**config.mk**
```make
export PLATFORM = sky130hd
export DESIGN_NAME = serial_cfg_loader
export DESIGN_NICKNAME = d
export VERILOG_FILES = /design/src/rtl/serial_cfg_pkg.sv /design/src/rtl/cfg_edge_sync.sv /design/src/rtl/cfg_shifter.sv /design/src/rtl/cfg_dest_regs.sv /design/src/rtl/serial_cfg_loader.sv
export SDC_FILE = /design/constraint.sdc
export NUM_CORES = 1
export LEC_CHECK = 0
export BUFFER_PORTS_ARGS = -buffer_cell sky130_fd_sc_hd__buf_4
export CAP_MARGIN = 10
export CORE_MARGIN = 2
export CORE_UTILIZATION = 45
export CTS_BUF_LIST = sky130_fd_sc_hd__clkbuf_2 sky130_fd_sc_hd__clkbuf_4 sky130_fd_sc_hd__clkbuf_8
export DETAILED_ROUTE_END_ITERATION = 16
export PLACE_DENSITY = 0.65
export SLEW_MARGIN = 5
export SYNTH_ARGS = -nofsm -noshare
export SYNTH_HDL_FRONTEND = slang
export SYNTH_HIERARCHICAL = 1
export SYNTH_SLANG_ARGS = --single-unit
```
**constraint.sdc**
```tcl
create_clock -name clk -period 3.3 [get_ports clk]
set_input_delay 0.66 -clock clk [delete_from_list [all_inputs] [get_ports clk]]
set_output_delay 0.66 -clock clk [all_outputs]
set_load 0.05 [all_outputs]
```
**src/rtl/serial_cfg_pkg.sv**
```systemverilog
// Package: shared types for the serial configuration loader.
// Assumes: bit 0 of every word is the routing bit.
package serial_cfg_pkg;
    typedef enum logic {
        DEST_MAIN = 1'b0,
        DEST_REF  = 1'b1
    } cfg_dest_e;

    function automatic int unsigned max_u(input int unsigned a, input int unsigned b);
        return (a > b) ? a : b;
    endfunction
endpackage

```
**src/rtl/cfg_edge_sync.sv**
```systemverilog
// Module: cfg_edge_sync
// Brings WIDTH asynchronous inputs into the clk domain through STAGES flops each.
// It gives the synchronized level and a one-cycle rising-edge pulse per input.
// Assumes: inputs stay stable for at least STAGES+1 clk cycles between changes.
module cfg_edge_sync #(
    parameter int STAGES = 2,
    parameter int WIDTH  = 3
) (
    input  logic             clk,
    input  logic             rst_n,
    input  logic [WIDTH-1:0] async_in,
    output logic [WIDTH-1:0] level,
    output logic [WIDTH-1:0] rise
);
    localparam int CHAIN = STAGES + 1;

    for (genvar b = 0; b < WIDTH; b++) begin : g_bit
        logic [CHAIN-1:0] chain;

        // Shift the input through the synchronizer and the edge-history flop.
        always_ff @(posedge clk) begin
            if (!rst_n) chain <= '0;
            else        chain <= {chain[CHAIN-2:0], async_in[b]};
        end

        assign level[b] = chain[STAGES-1];
        assign rise[b]  = chain[STAGES-1] & ~chain[STAGES];
    end
endmodule

```
**src/rtl/cfg_shifter.sv**
```systemverilog
// Module: cfg_shifter
// A WORD_W-bit shift register that takes a new bit at the LSB whenever shift_en is high.
// Older bits move toward the MSB and the oldest one drops off.
// Assumes: shift_en is a single-cycle pulse per serial clock edge.
module cfg_shifter #(
    parameter int WORD_W = 19
) (
    input  logic              clk,
    input  logic              rst_n,
    input  logic              shift_en,
    input  logic              bit_in,
    output logic [WORD_W-1:0] word
);
    // Move the word up by one place and insert the new bit.
    always_ff @(posedge clk) begin
        if (!rst_n)        word <= '0;
        else if (shift_en) word <= {word[WORD_W-2:0], bit_in};
    end
endmodule

```
**src/rtl/cfg_dest_regs.sv**
```systemverilog
// Module: cfg_dest_regs
// Holds the two destination registers. On a load pulse, bit 0 of the word picks
// the target and the word is split into that target's fields.
// Assumes: the word is at least as wide as both layouts.
module cfg_dest_regs
    import serial_cfg_pkg::*;
#(
    parameter int REF_W  = 14,
    parameter int A_W    = 7,
    parameter int N_W    = 11,
    parameter int WORD_W = 19
) (
    input  logic              clk,
    input  logic              rst_n,
    input  logic              load,
    input  logic [WORD_W-1:0] word,
    output logic [REF_W-1:0]  ref_ratio,
    output logic              pre_sel,
    output logic              pd_pol,
    output logic              ld_sel,
    output logic              cp_sel,
    output logic [A_W-1:0]    main_a,
    output logic [N_W-1:0]    main_n,
    output logic              ref_valid,
    output logic              main_valid
);
    localparam int FLAG_LSB = 1 + REF_W;
    localparam int N_LSB    = 1 + A_W;

    cfg_dest_e dest;
    assign dest = cfg_dest_e'(word[0]);

    // Capture the reference fields and flags on a reference load.
    always_ff @(posedge clk) begin
        if (!rst_n) begin
            ref_ratio <= '0;
            pre_sel   <= 1'b0;
            pd_pol    <= 1'b0;
            ld_sel    <= 1'b0;
            cp_sel    <= 1'b0;
            ref_valid <= 1'b0;
        end else if (load && dest == DEST_REF) begin
            ref_ratio <= word[REF_W:1];
            pre_sel   <= word[FLAG_LSB];
            pd_pol    <= word[FLAG_LSB+1];
            ld_sel    <= word[FLAG_LSB+2];
            cp_sel    <= word[FLAG_LSB+3];
            ref_valid <= 1'b1;
        end
    end

    // Capture the swallow and main counts on a main load.
    always_ff @(posedge clk) begin
        if (!rst_n) begin
            main_a     <= '0;
            main_n     <= '0;
            main_valid <= 1'b0;
        end else if (load && dest == DEST_MAIN) begin
            main_a     <= word[A_W:1];
            main_n     <= word[N_LSB+N_W-1:N_LSB];
            main_valid <= 1'b1;
        end
    end
endmodule

```
**src/rtl/serial_cfg_loader.sv**
```systemverilog
// Module: serial_cfg_loader (top)
// Three-wire serial configuration loader. It synchronizes the serial pins and
// shifts bits while the strobe is low. On the strobe's rising edge it routes
// the word to the reference or main register.
// Assumes: the serial pins are slow relative to clk (each level held > SYNC_STAGES+1 cycles).
module serial_cfg_loader
    import serial_cfg_pkg::*;
#(
    parameter int SYNC_STAGES = 2,
    parameter int REF_W       = 14,
    parameter int A_W         = 7,
    parameter int N_W         = 11
) (
    input  logic             clk,
    input  logic             rst_n,
    input  logic             ser_clk,
    input  logic             ser_dat,
    input  logic             ser_le,
    output logic [REF_W-1:0] ref_ratio,
    output logic             pre_sel,
    output logic             pd_pol,
    output logic             ld_sel,
    output logic             cp_sel,
    output logic [A_W-1:0]   main_a,
    output logic [N_W-1:0]   main_n,
    output logic             ref_valid,
    output logic             main_valid
);
    localparam int REF_WORD = 1 + REF_W + 4;
    localparam int MAIN_WORD = 1 + A_W + N_W;
    localparam int WORD_W = max_u(REF_WORD, MAIN_WORD);

    logic [2:0] pin_level;
    logic [2:0] pin_rise;
    logic       shift_en;
    logic       le_rise;
    logic [WORD_W-1:0] sr_word;

    cfg_edge_sync #(.STAGES(SYNC_STAGES), .WIDTH(3)) u_sync (
        .clk     (clk),
        .rst_n   (rst_n),
        .async_in({ser_le, ser_dat, ser_clk}),
        .level   (pin_level),
        .rise    (pin_rise)
    );

    assign shift_en = pin_rise[0] & ~pin_level[2];
    assign le_rise  = pin_rise[2];

    cfg_shifter #(.WORD_W(WORD_W)) u_shift (
        .clk     (clk),
        .rst_n   (rst_n),
        .shift_en(shift_en),
        .bit_in  (pin_level[1]),
        .word    (sr_word)
    );

    cfg_dest_regs #(.REF_W(REF_W), .A_W(A_W), .N_W(N_W), .WORD_W(WORD_W)) u_dest (
        .clk       (clk),
        .rst_n     (rst_n),
        .load      (le_rise),
        .word      (sr_word),
        .ref_ratio (ref_ratio),
        .pre_sel   (pre_sel),
        .pd_pol    (pd_pol),
        .ld_sel    (ld_sel),
        .cp_sel    (cp_sel),
        .main_a    (main_a),
        .main_n    (main_n),
        .ref_valid (ref_valid),
        .main_valid(main_valid)
    );
endmodule

```
* Word-level counts from Yosys, hierarchy flattened
Cells that the tools add are included.
** Storage, ports and cells
- Word-level logic and storage cells :: 22
- Register bits after elaboration :: 65
- Output and inout bits :: 38
** Cells by class
- Bitwise gates (word level) :: 7
- Reductions and logical operators :: 2
** Operator list (count)
- inverter 1 bit :: 4
- bitwise AND 1 bit :: 3
- logical AND 1 bit :: 2

* Depth between registers and ports, before layout
Gate-level depths: netlist (run 1).
- Depth in word-level cells :: 3
- Gate-level depth with buffers :: 6
- Depth with buffers taken out :: 4

* By module
Netlist (run 1), hierarchy kept.
** Modules (own cells, without submodules)
- cfg_dest_regs :: sequential area each 760.7 µm², cells each 143, area each 1442.6 µm², times used 1
- cfg_shifter :: sequential area each 380.4 µm², cells each 60, area each 724.4 µm², times used 1
- cfg_edge_sync :: sequential area each 180.2 µm², cells each 24, area each 277.8 µm², times used 1
- serial_cfg_loader :: sequential area each 0.0 µm², cells each 1, area each 13.8 µm², times used 1

* Least setup slack after synthesis (run 1)
Ideal clock, no wire load.
- Path type :: register to output
- Start point :: reg u_dest.ref_valid
- End point :: out ref_valid
- Stages on the path, launching flop included :: 1
- Setup slack :: 2.037 ns
- Arrival :: 0.603 ns
- Path through :: dfxtp_1
** RTL lines
- start, declared :: RTL line cfg_dest_regs.sv:24 : output logic ref_valid,
- start signal, assigned :: RTL line cfg_dest_regs.sv:41 : ref_valid <= 1'b0;
- start signal, assigned :: RTL line cfg_dest_regs.sv:48 : ref_valid <= 1'b1;
- end, declared :: RTL line serial_cfg_loader.sv:26 : output logic ref_valid,
No word-level cell between the ends.

* Worst setup path in the final report (run 1)
- Start point :: reg u_dest.ld_sel
- End point :: out ld_sel
** RTL lines
- start, declared :: RTL line cfg_dest_regs.sv:20 : output logic ld_sel,
- start signal, assigned :: RTL line cfg_dest_regs.sv:46 : ld_sel <= word[FLAG_LSB+2];
- end, declared :: RTL line serial_cfg_loader.sv:22 : output logic ld_sel,
No word-level cell between the ends.

==> results of run 1 <==
[report_power, final]
| part | internal [mW] | leakage, nW | switching [mW] |
|---|---|---|---|
| registers | 0.789 | 0.525 | 0.00172 |
| clock network | 0.403 | 0.103 | 0.280 |
| logic | 0.0181 | 0.554 | 0.0269 |
| total | 1.21 | 1.18 | 0.309 |
[cell usage in the layout, fill, tap and decap left out, drive strengths merged, types with 9 or more instances in the layout]
cell / count
buf: 43
nand2: 54
clkbuf: 13
nor2b: 22
dfxtp: 65
mux2i: 55
and2: 9
[cell type report]
type / count / area (um2) / share of cell area [%]
Clock inverter: 2 / 37.54 / 1.295
Clock buffer: 13 / 166.4 / 5.743
Sequential cell: 65 / 1301 / 44.91
Tap cell: 70 / 87.58 / 3.022
Timing Repair Buffer: 43 / 322.8 / 11.14
Multi-Input combinational cell: 143 / 978.4 / 33.77
Inverter: 1 / 3.754 / 0.1295
[sequential cells by signal, summed over array words and instances (netlist names)]
name / cells
u_shift/word: 19
u_dest/ref_ratio: 14
u_dest/main_n: 11
u_sync/g_bit.chain: 8
u_dest/main_a: 7
u_dest/cp_sel: 1
u_dest/ld_sel: 1
u_dest/main_valid: 1
u_dest/pd_pol: 1
u_dest/pre_sel: 1
u_dest/ref_valid: 1
[worst max path at each step]
stage,start,endpoint,slack [ns],depth (start not counted)
final,u_dest/ld_sel,ld_sel,1.74,1
after global routing,u_sync/g_bit[2].chain[1],u_dest/main_n[9],1.65,4
after CTS,u_dest/ld_sel,ld_sel,1.72,1
after detailed placement,rst_n,u_dest/ref_ratio[8],1.64,3
after global placement,rst_n,u_dest/ref_ratio[11],1.68,3
after floorplan,u_dest/ref_valid,ref_valid,2.04,0
[metrics by stage]
stage               utilization [%]  cells  setup WS, ns
global placement              52.41    322         1.677
global route                  56.38    337         1.654
floorplan                         -    224         2.037
detailed placement            52.41    322         1.644
CTS                           56.38    337         1.717
finish                        56.38    337         1.740
[layer usage]
| metal | up-vias | GRT usage [%] | wire length, um |
|---|---|---|---|
| li1 | 808 | - | - |
| met1 | 691 | 19.32 | 1984 |
| met3 | 8 | 4.235 | 154 |
| met4 | 0 | 9.107 | 91 |
| met2 | 29 | 21.04 | 1803 |
| met5 | - | 0 | 0 |
==> results.toml, run 1 <==
[sta]
rsz0062_at_grt = "false"
post-route-min-period_ns = 1.560
hold_viol = 0
max_freq_mhz = 641.1
worst_pin_slew_ns = 0.7027
fin_tns_setup_ns = 0
min_period_over_period_pct = 47.27
setup_viol = 0
slew_headroom_pct = 53.15
fin_worst_skew_ns = 0.005995
drv_slew = 0
fin_hold_ws_ns = 0.4254

[finish]
area_growth_pct = 19.81
drive_gt1_share_pct = 22.47
fillerInstances = 487
nets = 268
final_area_um2 = 2898
antenna_cells = 0

[yosys]
synth_cells = 224
syn_nets = 229
postSynthAreaPerCell_um2 = 10.80
synth_area_um2 = 2419
yosys_warnings = 6

[clock_network]
post_cts_buffers = 0
h-tree-depth = 3
postCtsHoldBufs = 0
cts_tree = "yes"
cts.sinks = 65
cts_buffers = 9
clock_path_buffers = 2
ctsResizeCount = 0
clkSlewWorstSetupHoldPaths_ns = 0.07
root_buffer = "clkbuf_8"
clkLatencyLatePin_ns = 0.33

[floorplan]
coreArea_um2 = 5140
initial_utilization_pct = 47.05
io-pin-count = 43
die_w_um = 77.31
dieArea_um2 = 5977
row_count = 26
die_y_um = 77.31

[setup_path]
critPathCaptureType = "output port"
worst_ep_required_time_ns = 2.64
critPathMaxStageDelay_ns = 0.36
worst-r2r-cell-count = 4
rr_startpoint = "u_sync/g_bit[2].chain[1]"
crit_buf_inv = 1
crit_family = "flip-flops"
cp.arrival_ns = 0.90
worstPathMaxFanout = 2
critical_path.slowest_cell = "dfxtp_1"
r2r-end = "u_dest/main_n[6]"
criticalPathCategory = "flop to output port"
crit_chain = "buf_4"
r2r_slack_ns = 1.80
crit_path_start_kind = "flop"

[run_status]
status = "finished, final reports clean"

[placed_design]
place_congestion = 0.6495
dp_hpwl_um = 2438
placed_cell_area_um2 = 2694
portBuffers = 42

[job]
drv_cap = 0

[power_and_ir_drop]
cellPowerDensity_nw_per_um2 = 524.4
design_power_total_mw = 1.520
total_leakage_power_nw = 1.181
peakVddDrop_uv = 306.7

[global_routing]
grt_use_total_pct = 14.68
antenna_found_initial = 0
grt-ovfl-total = 0
grt_pass1_vias = 1431
grt_max_degree = 84
grt_pass1_wl_um = 6817

[detailed_routing]
drc = 0
final_antenna_net_count = 0
vias = 1536
wl_per_cell_um = 11.97
drtIter0Drc = 98
drt_wl_total_um = 4033
avgViaCountPerCell = 4.558
dr.pass1.iters = 4

[min_path]
hp-start = "u_sync/g_bit[0].chain[0]"
hold_end = "u_sync/g_bit[0].chain[1]"
whs_path_depth = 1
holdCritPathClass = "flop to flop"
(Power assumes the default switching activity.)
==> run 2: changes to the inputs <==
- PLACE_DENSITY: 0.65 -> 0.68
- clock period: 3.3 -> 1.3 ns (I/O delays scaled with it)
==> run 2 against run 1 <==
- clock power grew to 2.5 times the previous value
- critical path depth rose by 4
- combinational power increased to 3.1 times the previous value
- wire length rose by 2.3%
- largest cell class unchanged
- register-to-register slack worse by 1.7 ns
- first-iteration DRC count fell by 36%
- clock-buffer cell count fell by 3
- non-clock buffer count up 7
- worst hold slack got worse by 0.30 ns
- power rose to 2.5 times the previous value
- worst setup slack got worse by 1.7 ns
- cell area up 4.1%
==> results.toml, run 2 (synthesis gave the netlist of run 1 again) <==
[finish]
area_growth_pct = 24.68
drive_gt1_share_pct = 25.09
largest_reg_flops = 19
multi_input_area_um2 = 980.9
utilization_pct = 58.67
regMostFlops = "u_shift/word"
largestRegisters = "u_shift/word: 19 flops, u_dest/ref_ratio: 14 flops, u_dest/main_n: 11 flops"
final_area_um2 = 3015
seq_area_um2 = 1301
nets = 275
final_cell_count_no_fill = 345
final_cell_mix = "dfxtp_1, mux2i_1, nand2_1"
fillerInstances = 455
final_common_cell = "dfxtp_1"
antenna_cells = 0

[power_and_ir_drop]
design_power_total_mw = 3.863
peakVddDrop_uv = 773.6
cellPowerDensity_nw_per_um2 = 1281
total_leakage_power_nw = 1.227

[setup_path]
worst-r2r-cell-count = 5
worstPathMaxFanout = 19
cp.arrival_ns = 1.43
criticalPathCategory = "flop to flop"
critPathCaptureType = "flop"
crit_path_start_kind = "flop"
worst_ep_required_time_ns = 1.52
r2r_slack_ns = 0.09

[global_routing]
grt-ovfl-total = 0
grt_use_total_pct = 15.44
grt_max_degree = 35
grt_pass1_vias = 1606
grt_pass1_wl_um = 7189
antenna_found_initial = 0

[placed_design]
place_ws_ns = 0.1236
place_congestion = 0.6567
dp_hpwl_um = 2665
portBuffers = 42
placed_cell_area_um2 = 2769
dp_cells = 327

[floorplan]
dieArea_um2 = 5977
row_count = 26
die_w_um = 77.31
coreArea_um2 = 5140
initial_utilization_pct = 47.05
die_y_um = 77.31
io-pin-count = 43

[clock_network]
root_buffer = "clkbuf_8"
postCtsHoldBufs = 0
clkLatencyLatePin_ns = 0.34
cts_tree = "yes"
cts.sinks = 65
clkSlewWorstSetupHoldPaths_ns = 0.07
h-tree-depth = 3
clock_path_buffers = 2
cts_buffers = 9

[sta]
fin_worst_skew_ns = 0.006747
worst_pin_slew_ns = 0.2560
hold_viol = 0
drv_slew = 0
min_period_over_period_pct = 93.11
max_freq_mhz = 826.2
slew_headroom_pct = 82.93
rsz0062_at_grt = "true"
layout_setup_ws_ns = 0.08962
setup_viol = 0
post-route-min-period_ns = 1.210
fin_hold_ws_ns = 0.1284
fin_tns_setup_ns = 0

[detailed_routing]
wl_per_cell_um = 11.96
vias = 1586
final_antenna_net_count = 0
drc = 0
drtIter0Drc = 63
avgViaCountPerCell = 4.597
dr.pass1.iters = 4
drt_wl_total_um = 4127

[min_path]
holdCritPathClass = "input port to flop"
whs_path_depth = 2

[job]
drv_cap = 0

[run_status]
status = "finished, final reports clean"
==> run 2: worst paths after layout <==
check	from	end
worst max register to register	u_sync/g_bit[0].chain[1]	u_shift/word[0]
worst min register to register	u_sync/g_bit[2].chain[0]	u_sync/g_bit[2].chain[1]
worst max-delay path	u_sync/g_bit[0].chain[1]	u_shift/word[0]
worst min-delay path	ser_clk	u_sync/g_bit[0].chain[0]
==> run 2: metal layers <==
layer  vias to the layer above  share of wire [%]  wire length, um  global-route usage [%]
li1                        816                  -                -                       -
met1                       728                 49             2003                   19.16
met2                        35                 44             1813                   23.04
met3                         7                5.8              241                   5.412
met4                         0                1.6               68                   9.107
met5                         -                  0                0                       0
==> run 2: repair_timing <==
item / in CTS / in global routing
resized for setup: 0 / 1
endpoints found under the setup margin: 0 / 4
buffers inserted: 0 / 2
==> run 2: cell type report <==
class | count | share of cell area, %
Multi-Input combinational cell | 143 | 32.53
Clock buffer | 10 | 4.564
Timing Repair Buffer | 50 | 14.52
Tap cell | 70 | 2.905
Sequential cell | 65 | 43.15
Inverter | 1 | 0.1245
Clock inverter | 6 | 2.199
==> run 2: critical path: stages, from the launching register on <==
cell and delay, ns:
dfxtp_1 0.32, nor2b_2 0.13, nor2b_4 0.16, buf_12 0.19, mux2i_1 0.23, nor2b_1 0.07
==> run 2: report_power, final <==
| part | internal [mW] | total (mW) | switching (mW) |
|---|---|---|---|
| clock | 0.940 | 1.72 | 0.779 |
| combinational | 0.0649 | 0.138 | 0.0736 |
| sequential | 2.00 | 2.01 | 0.00375 |
| total | 3.01 | 3.86 | 0.856 |
==> run 3: changes to the inputs <==
- ABC_AREA: not set -> 1
- PLACE_DENSITY: 0.68 -> 0.67
==> run 3 against run 2 <==
- die area increased by 15%
- sequential share of layout area decreased by 3.5 points
- sequential power increased by 5%
- register-to-register slack improved by 0.04 ns
- final cell count increased by 38%
- global-route usage increased by 1.1 points
- cell area increased by 8.8%
- non-clock buffer count unchanged
- worst hold slack got worse by 0.022 ns
- area after synthesis increased by 15%
- combinational power increased to 3.4 times the previous value
- critical path depth decreased by 4
- critical path type is now flop to output port
- critical endpoint is now ref_ratio[9]
- largest power group unchanged
==> results.toml, run 3 <==
[run_status]
status = "finished, final reports clean"

[detailed_routing]
dr.pass1.iters = 4
drtIter0Drc = 130
wl_per_cell_um = 10.76
vias = 2119
final_antenna_net_count = 0
drc = 0
drt_wl_total_um = 5123
avgViaCountPerCell = 4.452

[global_routing]
grt_max_degree = 39
grt_use_total_pct = 16.56
antenna_found_initial = 0
grt_pass1_vias = 1843
grt-ovfl-total = 0
grt_pass1_wl_um = 8418

[sta]
rsz0062_at_grt = "false"
fin_hold_ws_ns = 0.1061
post-route-min-period_ns = 1.198
worst_pin_slew_ns = 0.3624
max_freq_mhz = 834.7
fin_tns_setup_ns = 0
slew_headroom_pct = 75.81
fin_worst_skew_ns = 0.009968
min_period_over_period_pct = 92.16
hold_viol = 0
drv_slew = 0
setup_viol = 0

[yosys]
synth_area_um2 = 2790
syn_nets = 362
synth_cells = 357
postSynthAreaPerCell_um2 = 7.816
yosys_warnings = 6

[clock_network]
h-tree-depth = 3
cts_buffers = 9
cts_tree = "yes"
clock_path_buffers = 2
cts.sinks = 65
postCtsHoldBufs = 0
clkSlewWorstSetupHoldPaths_ns = 0.07
clkLatencyLatePin_ns = 0.33
root_buffer = "clkbuf_8"

[setup_path]
cp.arrival_ns = 0.94
criticalPathCategory = "flop to output port"
worst-r2r-cell-count = 7
critPathCaptureType = "output port"
critPathMaxStageDelay_ns = 0.38
worst_ep_required_time_ns = 1.04
crit_buf_inv = 1
crit_family = "flip-flops"
crit_path_start_kind = "flop"
crit_chain = "buf_4"
worstPathMaxFanout = 2
critical_path.slowest_cell = "dfxtp_1"
crit_cells = 1

[finish]
antenna_cells = 0
regMostFlops = "u_shift/word"
largest_reg_flops = 19
nets = 401
final_cell_count_no_fill = 476
largestRegisters = "u_shift/word: 19 flops, u_dest/ref_ratio: 14 flops, u_dest/main_n: 11 flops"
final_area_um2 = 3281
drive_gt1_share_pct = 30.92
fillerInstances = 586
final_cell_mix = "nor2_1, dfxtp_1, nand2_1"
area_growth_pct = 17.58

[floorplan]
initial_utilization_pct = 46.85
die_y_um = 82.74
io-pin-count = 43
die_w_um = 82.74
row_count = 28
dieArea_um2 = 6846
coreArea_um2 = 5956

[power_and_ir_drop]
power_frac_clock_pct = 37.2
design_power_total_mw = 4.128
cellPowerDensity_nw_per_um2 = 1258
seq_power_share_pct = 51.3
peakVddDrop_uv = 658.3
combPwrFrac_pct = 11.5
sw_frac_of_total_pct = 27.09
p_int_mw = 3.010
net-switching-power_mw = 1.118
total_leakage_power_nw = 1.370

[min_path]
whs_path_depth = 3
holdCritPathClass = "input port to flop"

[placed_design]
place_congestion = 0.6957
portBuffers = 42
dp_cells = 460
dp_hpwl_um = 3294
placed_cell_area_um2 = 3094

[job]
drv_cap = 0
[run 3: routing by layer]
metal	track usage, %	share of wire, %	up-vias
li1	-	-	1138
met1	21.72	50	925
met2	25.08	42	48
met3	4.022	6.0	8
met4	8.852	1.7	0
met5	0	0	-
[run 3: final cells by class]
| cell class | count | area, um2 | area share [%] |
|---|---|---|---|
| repair buffers | 50 | 425.4 | 12.97 |
| clock inverters | 5 | 30.03 | 0.9153 |
| well taps | 75 | 93.84 | 2.860 |
| flip-flops and latches | 65 | 1301 | 39.66 |
| inverters | 52 | 195.2 | 5.950 |
| multi-input cells | 218 | 1084 | 33.03 |
| clock buffers | 11 | 151.4 | 4.615 |
[run 3: power groups by stage]
stage	combinational [mW]	clock (mW)	sequential [mW]
floorplan	0.290	0	2.26
global placement	0.470	0	2.16
detailed placement	0.478	0	2.16
CTS	0.480	1.58	2.12
global route	0.526	1.68	2.13
finish	0.476	1.53	2.12
[run 3: path summary, 6_finish.rpt]
kind,start,end,slack (ns)
worst max-delay path,u_dest/ref_ratio[9],ref_ratio[9],0.10
worst min-delay path,ser_clk,u_sync/g_bit[0].chain[0],0.11
worst max register to register,u_sync/g_bit[2].chain[1],u_dest/main_a[4],0.13
worst min register to register,u_sync/g_bit[0].chain[0],u_sync/g_bit[0].chain[1],0.41
[run 3: metrics by stage]
stage | setup slack (ns) | utilization, %
2_1_floorplan | 0.1850 | -
3_3_place_gp | 0.1142 | 51.95
3_5_place_dp | 0.05665 | 51.95
4_1_cts | 0.04718 | 55.00
5_1_grt | 0.01885 | 55.08
6_report | 0.1019 | 55.08
[run 3: what timing repair did]
item | in CTS | in global routing
gates resized for setup | 0 | 1
endpoints found under the hold margin | 0 | 0
setup endpoints to repair | 0 | 21
setup buffers | 0 | 0
